[config.mk]
export PLATFORM = sky130hd
export DESIGN_NAME = intc_dual
export DESIGN_NICKNAME = d
export VERILOG_FILES = /design/src/rtl/intc_pkg.sv /design/src/rtl/intc_decode.sv /design/src/rtl/intc_mask.sv /design/src/rtl/intc_soft.sv /design/src/rtl/intc_dual.sv
export SDC_FILE = /design/constraint.sdc
export NUM_CORES = 1
export LEC_CHECK = 0
export BUFFER_PORTS_ARGS = -buffer_cell sky130_fd_sc_hd__buf_2
export CAP_MARGIN = 20
export CORE_MARGIN = 8
export CORE_UTILIZATION = 35
export DETAILED_ROUTE_END_ITERATION = 16
export PLACE_DENSITY = 0.52
export SLEW_MARGIN = 20
export SYNTH_ARGS = -nofsm -noshare
export SYNTH_HDL_FRONTEND = slang
export SYNTH_SLANG_ARGS = --single-unit
[constraint.sdc]
create_clock -name clk -period 2.1 [get_ports clk]
set_input_delay 0.42 -clock clk [delete_from_list [all_inputs] [get_ports clk]]
set_output_delay 0.42 -clock clk [all_outputs]
set_load 0.005 [all_outputs]
[src/rtl/intc_pkg.sv]
package intc_pkg;
  localparam int OFF_W = 4;
  localparam int N_CH  = 2;
  localparam int CH_IRQ = 0;
  localparam int CH_FIQ = 1;

  localparam logic [OFF_W-1:0] OFF_IRQ_STAT = 4'd0;
  localparam logic [OFF_W-1:0] OFF_RAW_A    = 4'd1;
  localparam logic [OFF_W-1:0] OFF_IRQ_EN   = 4'd2;
  localparam logic [OFF_W-1:0] OFF_IRQ_DIS  = 4'd3;
  localparam logic [OFF_W-1:0] OFF_SOFT_ON  = 4'd4;
  localparam logic [OFF_W-1:0] OFF_SOFT_OFF = 4'd5;
  localparam logic [OFF_W-1:0] OFF_FIQ_STAT = 4'd8;
  localparam logic [OFF_W-1:0] OFF_RAW_B    = 4'd9;
  localparam logic [OFF_W-1:0] OFF_FIQ_EN   = 4'd10;
  localparam logic [OFF_W-1:0] OFF_FIQ_DIS  = 4'd11;

  typedef enum logic [2:0] {
    RD_NONE, RD_MASK_I, RD_RAW, RD_EN_I, RD_SOFT, RD_MASK_F, RD_EN_F
  } rd_sel_e;
endpackage

[src/rtl/intc_decode.sv]
module intc_decode
  import intc_pkg::*;
(
  input  logic             req_i,
  input  logic             we_i,
  input  logic [OFF_W-1:0] addr_i,
  output logic [N_CH-1:0]  set_o,
  output logic [N_CH-1:0]  clr_o,
  output logic             soft_on_o,
  output logic             soft_off_o,
  output rd_sel_e          rd_sel_o,
  output logic             illegal_o
);
  always_comb begin
    set_o      = '0;
    clr_o      = '0;
    soft_on_o  = 1'b0;
    soft_off_o = 1'b0;
    rd_sel_o   = RD_NONE;
    illegal_o  = 1'b0;
    if (req_i) begin
      if (we_i) begin
        case (addr_i)
          OFF_IRQ_EN:   set_o[CH_IRQ] = 1'b1;
          OFF_IRQ_DIS:  clr_o[CH_IRQ] = 1'b1;
          OFF_FIQ_EN:   set_o[CH_FIQ] = 1'b1;
          OFF_FIQ_DIS:  clr_o[CH_FIQ] = 1'b1;
          OFF_SOFT_ON:  soft_on_o     = 1'b1;
          OFF_SOFT_OFF: soft_off_o    = 1'b1;
          default:      illegal_o     = 1'b1;
        endcase
      end else begin
        case (addr_i)
          OFF_IRQ_STAT: rd_sel_o = RD_MASK_I;
          OFF_RAW_A,
          OFF_RAW_B:    rd_sel_o = RD_RAW;
          OFF_IRQ_EN:   rd_sel_o = RD_EN_I;
          OFF_SOFT_ON:  rd_sel_o = RD_SOFT;
          OFF_FIQ_STAT: rd_sel_o = RD_MASK_F;
          OFF_FIQ_EN:   rd_sel_o = RD_EN_F;
          default:      illegal_o = 1'b1;
        endcase
      end
    end
  end
endmodule

[src/rtl/intc_mask.sv]
module intc_mask #(
  parameter int N_SRC = 32
) (
  input  logic             clk,
  input  logic             rst_n,
  input  logic             set_i,
  input  logic             clr_i,
  input  logic [N_SRC-1:0] wdata_i,
  input  logic [N_SRC-1:0] raw_i,
  output logic [N_SRC-1:0] en_o,
  output logic [N_SRC-1:0] masked_o,
  output logic             line_o
);
  logic [N_SRC-1:0] en_q;

  always_ff @(posedge clk) begin
    if (!rst_n)     en_q <= '0;
    else if (set_i) en_q <= en_q | wdata_i;
    else if (clr_i) en_q <= en_q & ~wdata_i;
  end

  assign en_o     = en_q;
  assign masked_o = raw_i & en_q;
  assign line_o   = |masked_o;


  en_set_chk: assert property (@(posedge clk) disable iff (!rst_n)
    set_i |=> ((en_q & $past(wdata_i)) == $past(wdata_i)) && ((en_q & ~$past(wdata_i)) == ($past(en_q) & ~$past(wdata_i))));

  en_clr_chk: assert property (@(posedge clk) disable iff (!rst_n)
    (clr_i && !set_i) |=> ((en_q & $past(wdata_i)) == '0) && ((en_q & ~$past(wdata_i)) == ($past(en_q) & ~$past(wdata_i))));

  en_hold_chk: assert property (@(posedge clk) disable iff (!rst_n)
    (!set_i && !clr_i) |=> $stable(en_q));

  en_reset_chk: assert property (@(posedge clk) disable iff (!rst_n)
    ($past(rst_n) == 1'b0) |-> (en_q == '0));
endmodule

[src/rtl/intc_soft.sv]
module intc_soft (
  input  logic clk,
  input  logic rst_n,
  input  logic on_i,
  input  logic off_i,
  input  logic bit0_i,
  output logic soft_o
);
  logic soft_q;

  always_ff @(posedge clk) begin
    if (!rst_n)                soft_q <= 1'b0;
    else if (on_i && bit0_i)   soft_q <= 1'b1;
    else if (off_i && bit0_i)  soft_q <= 1'b0;
  end

  assign soft_o = soft_q;


  soft_on_chk: assert property (@(posedge clk) disable iff (!rst_n)
    (on_i && bit0_i) |=> soft_q);

  soft_off_chk: assert property (@(posedge clk) disable iff (!rst_n)
    (off_i && bit0_i && !on_i) |=> !soft_q);

  soft_keep_chk: assert property (@(posedge clk) disable iff (!rst_n)
    !((on_i || off_i) && bit0_i) |=> $stable(soft_q));
endmodule

[src/rtl/intc_dual.sv]
module intc_dual
  import intc_pkg::*;
#(
  parameter int N_SRC = 32
) (
  input  logic             clk,
  input  logic             rst_n,
  input  logic [N_SRC-1:0] src_i,
  input  logic             req_i,
  input  logic             we_i,
  input  logic [OFF_W-1:0] addr_i,
  input  logic [N_SRC-1:0] wdata_i,
  output logic [N_SRC-1:0] rdata_o,
  output logic             err_o,
  output logic             irq_o,
  output logic             fiq_o
);
  localparam int HI_W = N_SRC - 1;

  logic [N_CH-1:0]  set_s, clr_s, line_s;
  logic             soft_on_s, soft_off_s, illegal_s, soft_s;
  rd_sel_e          rd_sel_s;
  logic [N_SRC-1:0] raw_s, rd_val;
  logic [N_SRC-1:0] en_s     [N_CH];
  logic [N_SRC-1:0] masked_s [N_CH];
  logic [N_SRC-1:0] rdata_q;
  logic             err_q;

  intc_decode u_dec (
    .req_i(req_i), .we_i(we_i), .addr_i(addr_i),
    .set_o(set_s), .clr_o(clr_s),
    .soft_on_o(soft_on_s), .soft_off_o(soft_off_s),
    .rd_sel_o(rd_sel_s), .illegal_o(illegal_s)
  );

  intc_soft u_soft (
    .clk(clk), .rst_n(rst_n), .on_i(soft_on_s), .off_i(soft_off_s),
    .bit0_i(wdata_i[0]), .soft_o(soft_s)
  );

  assign raw_s = src_i | {{HI_W{1'b0}}, soft_s};

  for (genvar c = 0; c < N_CH; c++) begin : g_ch
    intc_mask #(.N_SRC(N_SRC)) u_mask (
      .clk(clk), .rst_n(rst_n), .set_i(set_s[c]), .clr_i(clr_s[c]),
      .wdata_i(wdata_i), .raw_i(raw_s),
      .en_o(en_s[c]), .masked_o(masked_s[c]), .line_o(line_s[c])
    );
  end

  assign irq_o = line_s[CH_IRQ];
  assign fiq_o = line_s[CH_FIQ];

  always_comb begin
    case (rd_sel_s)
      RD_MASK_I: rd_val = masked_s[CH_IRQ];
      RD_MASK_F: rd_val = masked_s[CH_FIQ];
      RD_RAW:    rd_val = raw_s;
      RD_EN_I:   rd_val = en_s[CH_IRQ];
      RD_EN_F:   rd_val = en_s[CH_FIQ];
      RD_SOFT:   rd_val = {{HI_W{1'b0}}, soft_s};
      default:   rd_val = '0;
    endcase
  end

  always_ff @(posedge clk) begin
    if (!rst_n) begin
      rdata_q <= '0;
      err_q   <= 1'b0;
    end else begin
      rdata_q <= rd_val;
      err_q   <= illegal_s;
    end
  end

  assign rdata_o = rdata_q;
  assign err_o   = err_q;


  bad_read_chk: assert property (@(posedge clk) disable iff (!rst_n)
    (req_i && !we_i && (addr_i == OFF_IRQ_DIS || addr_i == OFF_SOFT_OFF || addr_i == OFF_FIQ_DIS))
      |=> (err_o && rdata_o == '0));

  bad_write_chk: assert property (@(posedge clk) disable iff (!rst_n)
    (req_i && we_i && (addr_i == OFF_IRQ_STAT || addr_i == OFF_RAW_A || addr_i == OFF_FIQ_STAT || addr_i == OFF_RAW_B))
      |=> (err_o && rdata_o == '0));

  idle_resp_chk: assert property (@(posedge clk) disable iff (!rst_n)
    !req_i |=> (!err_o && rdata_o == '0));

  out_reset_chk: assert property (@(posedge clk) disable iff (!rst_n)
    ($past(rst_n) == 1'b0) |-> (!irq_o && !fiq_o));

  src_quiet_chk: assert property (@(posedge clk) disable iff (!rst_n)
    (src_i == '0 && !soft_s) |-> (!irq_o && !fiq_o));
endmodule

==> run metrics, run 1 <==
global route overflow 0; count of flip-flops with a built-in enable after synthesis 0; required arrival time at the worst endpoint 1.68 ns; Clock H-tree levels 3; maximum number of pins on one net before global-route repair 40; die area 17060 um^2; area fraction of the dominant cell type after synthesis 0.4267; Rel. slew slack 0.7166; class of the tightest hold or removal check input port to flop; internal portion of total power 0.003042 W; First-pass DRT Iterations 6; synth unique cells 41; setup repair after global routing missed its margin true; fillers 1327; number of CTS-inserted buffers 9; Combinational Power Share 0.099; worst hold margin 0.3073 ns; Seq cells post-synth 98; CTS tree yes; PortBufs 106; CTS root buf clkbuf_16; final critical-path share of the clock period 0.9993; synth-to-layout area growth 26.64%; power share of the clock group 0.431; fraction of the yosys area taken by sequential cells 0.4267; CTS Sinks 98; vias in the first global route 4422; peak clock frequency supported by timing 476.5 MHz; residual DRC count 0; Async S/R FF share, synth 0; transition at the pin with the smallest max-transition slack 0.4251 ns; count of max-cap constraint violations 0; DRT Wirelength 16.54 mm; most frequently used flop master after synthesis dfxtp_1; count of synthesis-stage warnings from yosys 0; initial antenna violation count 0; final net count 672; total standard cell area after synthesis 4598 um^2; final max-slew violation count 0; Synth Net Count 577; critical path startpoint category flop; Global Route Usage Sum 0.1973; count of antenna diodes in the layout 0; area of the core 13030 um^2; switching pwr 0.0009787 W; wire length of the first global-routing pass 25.80 mm; non-filler cells, final 780; biggest area consumer among synthesized cells dfxtp_1; worst-case vdd ir drop 0.0003052 V; clock-pin slew of the registers on the worst-case setup and hold paths 0.07 ns; placed insts 763; cell area after placement 5410 um^2; maximum fanout count along the critical path 3; mean area per synthesized cell 9.105 um^2; minimum period implied by the final worst setup slack 2.099 ns; initial DRC count 381; # hold bufs at CTS 0; Post-Synthesis Cells 505; later-pin clock latency in the skew report 0.35 ns; total power 0.004021 W; worst setup slack before clock tree synthesis -0.09836 ns; final count of negative-setup-slack endpoints 0; Hold Fails Final Rpt 0; antenna-violating nets left 0; Switching Fraction 0.2434; io pins 107; routed via count 4590; HPWL after DPL 11.57 mm; final estimated routing congestion in global placement 0.7954; data arrival at the endpoint of the critical path 1.68 ns; fraction of layout cells with a size suffix above 1 0.3775; nature of the critical path endpoint output pin; setup clock skew after layout 0.006586 ns; total non-filler cell area in the finished layout 5823 um^2; result of the run completed; power density cells 690.5 nW/um^2; biggest area contributors in the synthesized netlist dfxtp_1 43%, a311oi_1 12%, a21oi_1 7.3%; Routed WL per cell 21.20 um; Die W 130.6 um; top post-synthesis cells by count 98 x dfxtp_1, 67 x a21oi_1, 65 x a311oi_1, 62 x nand2_1, 33 x nor2_1; initial core utilization 0.3528; most common cell in the synthesized netlist dfxtp_1; leakage power 2.307 nW; Flop pwr share 0.470; die height 130.6 um; standard-cell row count 42; critical path class flop to output pin; clock tree buffer depth 2; slack of the critical path 0.001435 ns; mean number of vias per cell 5.885
[cell usage in the layout, fill, tap and decap left out, types with 2 or more instances in the layout]
master / instances
nor2_4: 2
a31o_2: 27
a222oi_1: 2
nand2_2: 2
nand2_1: 61
nor2b_1: 2
a22oi_2: 13
clkbuf_16: 9
buf_4: 13
nand4_1: 6
and2_1: 2
dfxtp_2: 8
clkbuf_8: 3
a22oi_1: 15
nor2_1: 33
buf_2: 106
a21oi_1: 67
mux2_2: 28
a311oi_1: 65
nand3_1: 3
a21boi_0: 3
o21a_1: 2
o21ai_1: 2
and3_1: 2
buf_12: 9
mux2i_1: 3
dfxtp_1: 90
o21ai_0: 4
[repair_timing]
item,4_1_cts,5_1_grt
resized for setup,13,13
hold endpoints to repair,0,0
buffers inserted,1,2
endpoints found under the setup margin,2,2
pin swaps,5,11
[area by class of cell]
type | instances | area [um^2] | area share
Clock inverter | 2 | 35.03 | 0.006016
Multi-Input combinational cell | 361 | 2510 | 0.4310
Inverter | 2 | 7.507 | 0.001289
Sequential cell | 98 | 1972 | 0.3386
Tap cell | 176 | 220.2 | 0.03782
Timing Repair Buffer | 128 | 808.3 | 0.1388
Clock buffer | 13 | 270.3 | 0.04641
[stage by stage]
| stage | setup TNS [ns] | utilization |
|---|---|---|
| 4_1_cts | -0.004340 | 0.4432 |
| 6_report | 0 | 0.4468 |
| 2_1_floorplan | 0 | - |
| 5_1_grt | -0.03169 | 0.4468 |
| 3_5_place_dp | -0.09836 | 0.4151 |
| 3_3_place_gp | -0.1180 | 0.4151 |
[kinds of logic after synthesis]
kind of cell | synth area share
DFF | 0.4267
muxes | 0.07510
buffers and inverters | 0.04680
AOI/OAI and AO/OA | 0.3271
and+or+nand+nor | 0.1244
[final timing paths]
check / from / end / slack, ns / depth (start not counted)
worst min-delay path: wdata_i[3] / flop / 0.31 / 2
worst max-delay path: flop / irq_o / 0.001 / 6
worst min register to register: flop / flop / 0.53 / 2
worst max register to register: flop / rdata_o[20]$_SDFF_PN0_ / 0.90 / 5
[power by group through the flow]
stage	Sequential, W	Combinational (W)	Clock (W)
floorplan	0.00193	0.000163	0
global placement	0.00193	0.000378	0
detailed placement	0.00193	0.000381	0
CTS	0.00189	0.000386	0.00177
global route	0.00189	0.000423	0.00183
finish	0.00189	0.000397	0.00173
[worst max-delay path: stages, from the launching register on]
cell and delay (ns):
dfxtp_2 0.34, a22oi_2 0.21, nand4_1 0.12, nor4_1 0.28
buf_4 0.16, nand2_2 0.06, buf_2 0.15
[routing by layer]
metal	GRT usage	up-vias	share of wire
li1	-	2155	-
met1	0.2593	2214	0.44
met2	0.3156	199	0.46
met3	0.04140	22	0.081
met4	0.06482	0	0.016
met5	0	-	0
(Power assumes the default switching activity.)
==> run 2, diff against run 1 <==
--- a/config.mk
+++ b/config.mk
@@ -8,9 +8,10 @@
 export BUFFER_PORTS_ARGS = -buffer_cell sky130_fd_sc_hd__buf_2
 export CAP_MARGIN = 20
 export CORE_MARGIN = 8
-export CORE_UTILIZATION = 35
+export CORE_UTILIZATION = 54
 export DETAILED_ROUTE_END_ITERATION = 16
-export PLACE_DENSITY = 0.52
+export PLACE_DENSITY = 0.76
+export RECOVER_POWER = 100
 export SLEW_MARGIN = 20
 export SYNTH_ARGS = -nofsm -noshare
 export SYNTH_HDL_FRONTEND = slang
==> run 2 against run 1 <==
Count of clock-buffer cells in the layout shrank 2; largest power group unchanged; critical path depth shrank 1; maximum frequency grew 1.1%; sequential share of layout area grew 1.9 points; critical endpoint unchanged.
==> run metrics, run 2 (synthesis gave the netlist of run 1 again) <==
Hold Fails Final Rpt 0; area of the core 8217 um^2; initial core utilization 0.5596; placed insts 685; final count of negative-setup-slack endpoints 0; setup clock skew after layout 0.005497 ns; mean number of vias per cell 6.672; wire length of the first global-routing pass 22.80 mm; maximum fanout count along the critical path 3; count of antenna diodes in the layout 0; Rel. slew slack 0.4988; highest-count cells in the layout ignoring fill and taps 92 x dfxtp_1, 81 x buf_2, 67 x a21oi_1; count of max-cap constraint violations 0; final estimated routing congestion in global placement 0.8655; clock tree buffer depth 2; Clock H-tree levels 3; Global Route Usage Sum 0.2450; number of CTS-inserted buffers 9; CTS root buf clkbuf_8; antenna-violating nets left 0; clock-pin slew of the registers on the worst-case setup and hold paths 0.10 ns; peak clock frequency supported by timing 481.6 MHz; minimum period implied by the final worst setup slack 2.077 ns; die area 11720 um^2; result of the run completed; final max-slew violation count 0; final critical-path share of the clock period 0.9888; Die W 108.3 um; critical path startpoint category flop; synth-to-layout area growth 19.86%; standard-cell row count 33; total non-filler cell area in the finished layout 5512 um^2; cell area after placement 5256 um^2; total power 0.003650 W; vias in the first global route 4307; critical path class flop to output pin; residual DRC count 0; routed via count 4684; worst setup slack before clock tree synthesis 0.06418 ns; core utilization of the finished layout 0.6708; slack of the critical path 0.02345 ns; io pins 107; required arrival time at the worst endpoint 1.68 ns; later-pin clock latency in the skew report 0.37 ns; most common cell after layout, fill and taps aside dfxtp_1; CTS Sinks 98; DRT Wirelength 14.70 mm; setup repair after global routing missed its margin true; initial antenna violation count 0; initial DRC count 400; power density cells 662.3 nW/um^2; worst-case vdd ir drop 0.0003283 V; global route overflow 0; leakage power 2.103 nW; transition at the pin with the smallest max-transition slack 0.7518 ns; PortBufs 106; First-pass DRT Iterations 7; class of the tightest hold or removal check input port to flop; CTS tree yes; fraction of layout cells with a size suffix above 1 0.3216; non-filler cells, final 702; data arrival at the endpoint of the critical path 1.66 ns; HPWL after DPL 9.860 mm; fillers 709; maximum number of pins on one net before global-route repair 71; die height 108.3 um; nature of the critical path endpoint output pin; final net count 664; Routed WL per cell 20.94 um
[run 2: cell count changes in the layout (fill, tap and decap cells not counted), sizes merged]
cell and change:
clkinv -1, clkbuf +23, inv +2, clkinvlp +1, bufinv +1, buf -33
[run 2: worst paths after layout]
check | start | endpoint | slack [ns] | cells past startpoint
worst max-delay path | flop | irq_o | 0.02 | 5
worst min-delay path | wdata_i[9] | flop | 0.28 | 2
worst max register to register | u_soft.soft_o$_SDFFE_PN0P_ | rdata_o[0]$_SDFF_PN0_ | 0.89 | 3
worst min register to register | flop | flop | 0.54 | 2
[run 2: what timing repair did]
action,CTS,global route
hold buffers,0,0
gates resized for setup,5,20
setup endpoints to repair,2,2
buffers inserted,0,1
pin swaps,0,11
[run 2: cell type report]
type,count,area [um^2],share of cell area
multi-input cells,361,2487,0.4513
flip-flops and latches,98,1969,0.3573
inverters,2,7.507,0.001362
clock buffers,11,141.4,0.02565
well taps,105,131.4,0.02384
clock inverters,5,85.08,0.01544
repair buffers,120,689.4,0.1251
[run 2: metal layers]
| metal | share of wire | up-vias | track usage |
|---|---|---|---|
| met4 | 0.025 | 0 | 0.1046 |
| met1 | 0.41 | 2219 | 0.3144 |
| met2 | 0.46 | 294 | 0.3880 |
| met5 | 0 | - | 0 |
| met3 | 0.10 | 33 | 0.05532 |
| li1 | - | 2138 | - |
[run 2: worst max-delay path, stage by stage, from the launching register on]
cell and delay (ns):
dfxtp_1 0.34, a22oi_1 0.27, nand4_1 0.17, nor4_2 0.29, nand2_1 0.08, buf_2 0.14
[run 2: report_power, final]
part	switching, W	internal [W]	total (W)	leakage, nW
clock network	0.000681	0.000711	0.00139	0.110
logic	0.000228	0.000139	0.000368	1.20
registers	0.0000159	0.00187	0.00189	0.794
total	0.000925	0.00273	0.00365	2.10
[run 2: metrics by stage]
stage | hold slack, ns | TNS, ns
global placement | 0.5108 | 0
global route | 0.2665 | -0.02725
finish | 0.2799 | 0
detailed placement | 0.5254 | 0
floorplan | 0.4981 | 0
CTS | 0.2686 | 0
==> run 3, diff against run 2 <==
--- a/config.mk
+++ b/config.mk
@@ -7,12 +7,13 @@
 export LEC_CHECK = 0
 export BUFFER_PORTS_ARGS = -buffer_cell sky130_fd_sc_hd__buf_2
 export CAP_MARGIN = 20
+export CELL_PAD_IN_SITES_DETAIL_PLACEMENT = 0
+export CELL_PAD_IN_SITES_GLOBAL_PLACEMENT = 1
 export CORE_MARGIN = 8
-export CORE_UTILIZATION = 54
+export CORE_UTILIZATION = 40
 export DETAILED_ROUTE_END_ITERATION = 16
-export PLACE_DENSITY = 0.76
+export PLACE_DENSITY = 0.75
 export RECOVER_POWER = 100
-export SLEW_MARGIN = 20
 export SYNTH_ARGS = -nofsm -noshare
 export SYNTH_HDL_FRONTEND = slang
 export SYNTH_SLANG_ARGS = --single-unit
==> run 3 against run 2 <==
Maximum frequency increased by 1.6%; via count is 4.7% lower; design area rose by 1.7%; critical path depth is 1 higher; combinational power increased by 2%; worst hold slack improved by 0.028 ns; first-iteration DRC count grew 5.3%; clock power grew 15%; largest cell class unchanged; highest routed layer unchanged.
==> run metrics, run 3 (synthesis gave the netlist of run 1 again) <==
result of the run completed; First-pass DRT Iterations 5; number of CTS-inserted buffers 9; peak clock frequency supported by timing 489.1 MHz; wire length of the first global-routing pass 23.46 mm; leakage power 2.136 nW; nature of the critical path endpoint output pin; highest-count cells in the layout ignoring fill and taps 95 x dfxtp_1, 81 x buf_2, 67 x a21oi_1; initial core utilization 0.4062; vias in the first global route 4205; critical path startpoint category flop; count of antenna diodes in the layout 0; total setup buffers inserted after CTS 0; setup clock skew after layout 0.005647 ns; cell area after placement 5324 um^2; Clock H-tree levels 3; cells along the critical path a22oi_2 -> nand4_1 -> nor4_2 -> buf_4 -> nand2_1 -> buf_2; number of buffers and inverters on the critical path 2; fraction of layout cells with a size suffix above 1 0.3189; CTS tree yes; final max-slew violation count 0; worst hold margin 0.3084 ns; power share of the clock group 0.414; routed via count 4464; mean number of vias per cell 5.992; core utilization of the finished layout 0.4949; Die W 123.2 um; PortBufs 106; Hold Fails Final Rpt 0; final critical-path share of the clock period 0.9737; Worst path top cell family by delay simple AND/OR/NAND/NOR gates; routed length on met3 1.004 mm; Routed WL per cell 20.86 um; synth-to-layout area growth 21.85%; internal portion of total power 0.002915 W; maximum number of pins on one net before global-route repair 66; critical path class flop to output pin; post-route met1 wirelength 7.025 mm; class of the tightest hold or removal check input port to flop; total non-filler cell area in the finished layout 5603 um^2; total negative slack for setup checks 0 ns; minimum period implied by the final worst setup slack 2.045 ns; final net count 669; power density cells 689.8 nW/um^2; clock tree buffer depth 2; Combinational Power Share 0.097; cell at the slowest stage of the critical path dfxtp_1; Global Route Usage Sum 0.1986; data arrival at the endpoint of the critical path 1.62 ns; Slowest Stage Delay on Critical Path 0.34 ns; area of the core 11320 um^2; standard-cell row count 39; top layer reached by signal wires met4; CTS Sinks 98; most common cell after layout, fill and taps aside dfxtp_1; maximum fanout count along the critical path 3; global route overflow 0; CTS root buf clkbuf_16; die area 15180 um^2; transition at the pin with the smallest max-transition slack 0.8647 ns; initial DRC count 421; setup repair after global routing missed its margin true; io pins 107; initial antenna violation count 0; DRT Wirelength 15.54 mm; residual DRC count 0; Switching Fraction 0.2459; Rel. slew slack 0.4235; switching pwr 0.0009503 W; Flop pwr share 0.489; worst-case vdd ir drop 0.0003473 V; count of max-cap constraint violations 0; total area of multi-input combinational cells 2479 um^2; fillers 1097; final count of negative-setup-slack endpoints 0; HPWL after DPL 11.27 mm; clock-pin slew of the registers on the worst-case setup and hold paths 0.07 ns; met2 WL 7.254 mm; die height 123.2 um; hold path startpoint wdata_i[27]; final estimated routing congestion in global placement 0.8407; later-pin clock latency in the skew report 0.34 ns; antenna-violating nets left 0; required arrival time at the worst endpoint 1.68 ns; register area 1966 um^2
[run 3: path summary, 6_finish.rpt]
path                                end  depth (start not counted)  slack (ns)
setup / recovery                  fiq_o                          6        0.06
hold / removal                     flop                          2        0.31
setup reg to reg  rdata_o[4]$_SDFF_PN0_                          4        0.96
hold reg to reg                    flop                          2        0.53
[run 3: worst reg2reg max path, delay by kind of cell, from the launching register on]
kind	cells	cell delay, ns
and+or+nand+nor	1	0.07
DFF	1	0.37
AOI/OAI and AO/OA	3	0.58
[run 3: stage by stage]
stage               instances  total power (W)  setup WS, ns
floorplan                 505         0.002090        0.5072
global placement          729         0.002294      0.006195
detailed placement        729         0.002298       0.02875
CTS                       745         0.003904      -0.01568
global route              745         0.003988      -0.05833
finish                    745         0.003865       0.05526
[run 3: layout make-up]
cell class / count / area share
Sequential cell: 98 / 0.3508
Multi-Input combinational cell: 361 / 0.4424
Clock inverter: 2 / 0.001787
Tap cell: 143 / 0.03193
Inverter: 2 / 0.001340
Clock buffer: 14 / 0.04891
Timing Repair Buffer: 125 / 0.1228
[run 3: power groups by stage]
stage	registers, W	clock network (W)	logic (W)
2_1_floorplan	0.00193	0	0.000163
3_3_place_gp	0.00193	0	0.000362
3_5_place_dp	0.00193	0	0.000366
4_1_cts	0.00189	0.00164	0.000372
5_1_grt	0.00189	0.00170	0.000398
6_report	0.00189	0.00160	0.000374
[run 3: metal layers]
layer  vias up  track usage
met5         -            0
met4         0      0.06998
li1       2162            -
met2       161       0.3167
met3        21      0.03562
met1      2120       0.2641
[run 3: what timing repair did]
action | CTS | global route
gates resized for setup | 5 | 12
hold buffers | 0 | 0
setup endpoints to repair | 2 | 2
pin swaps | 0 | 5
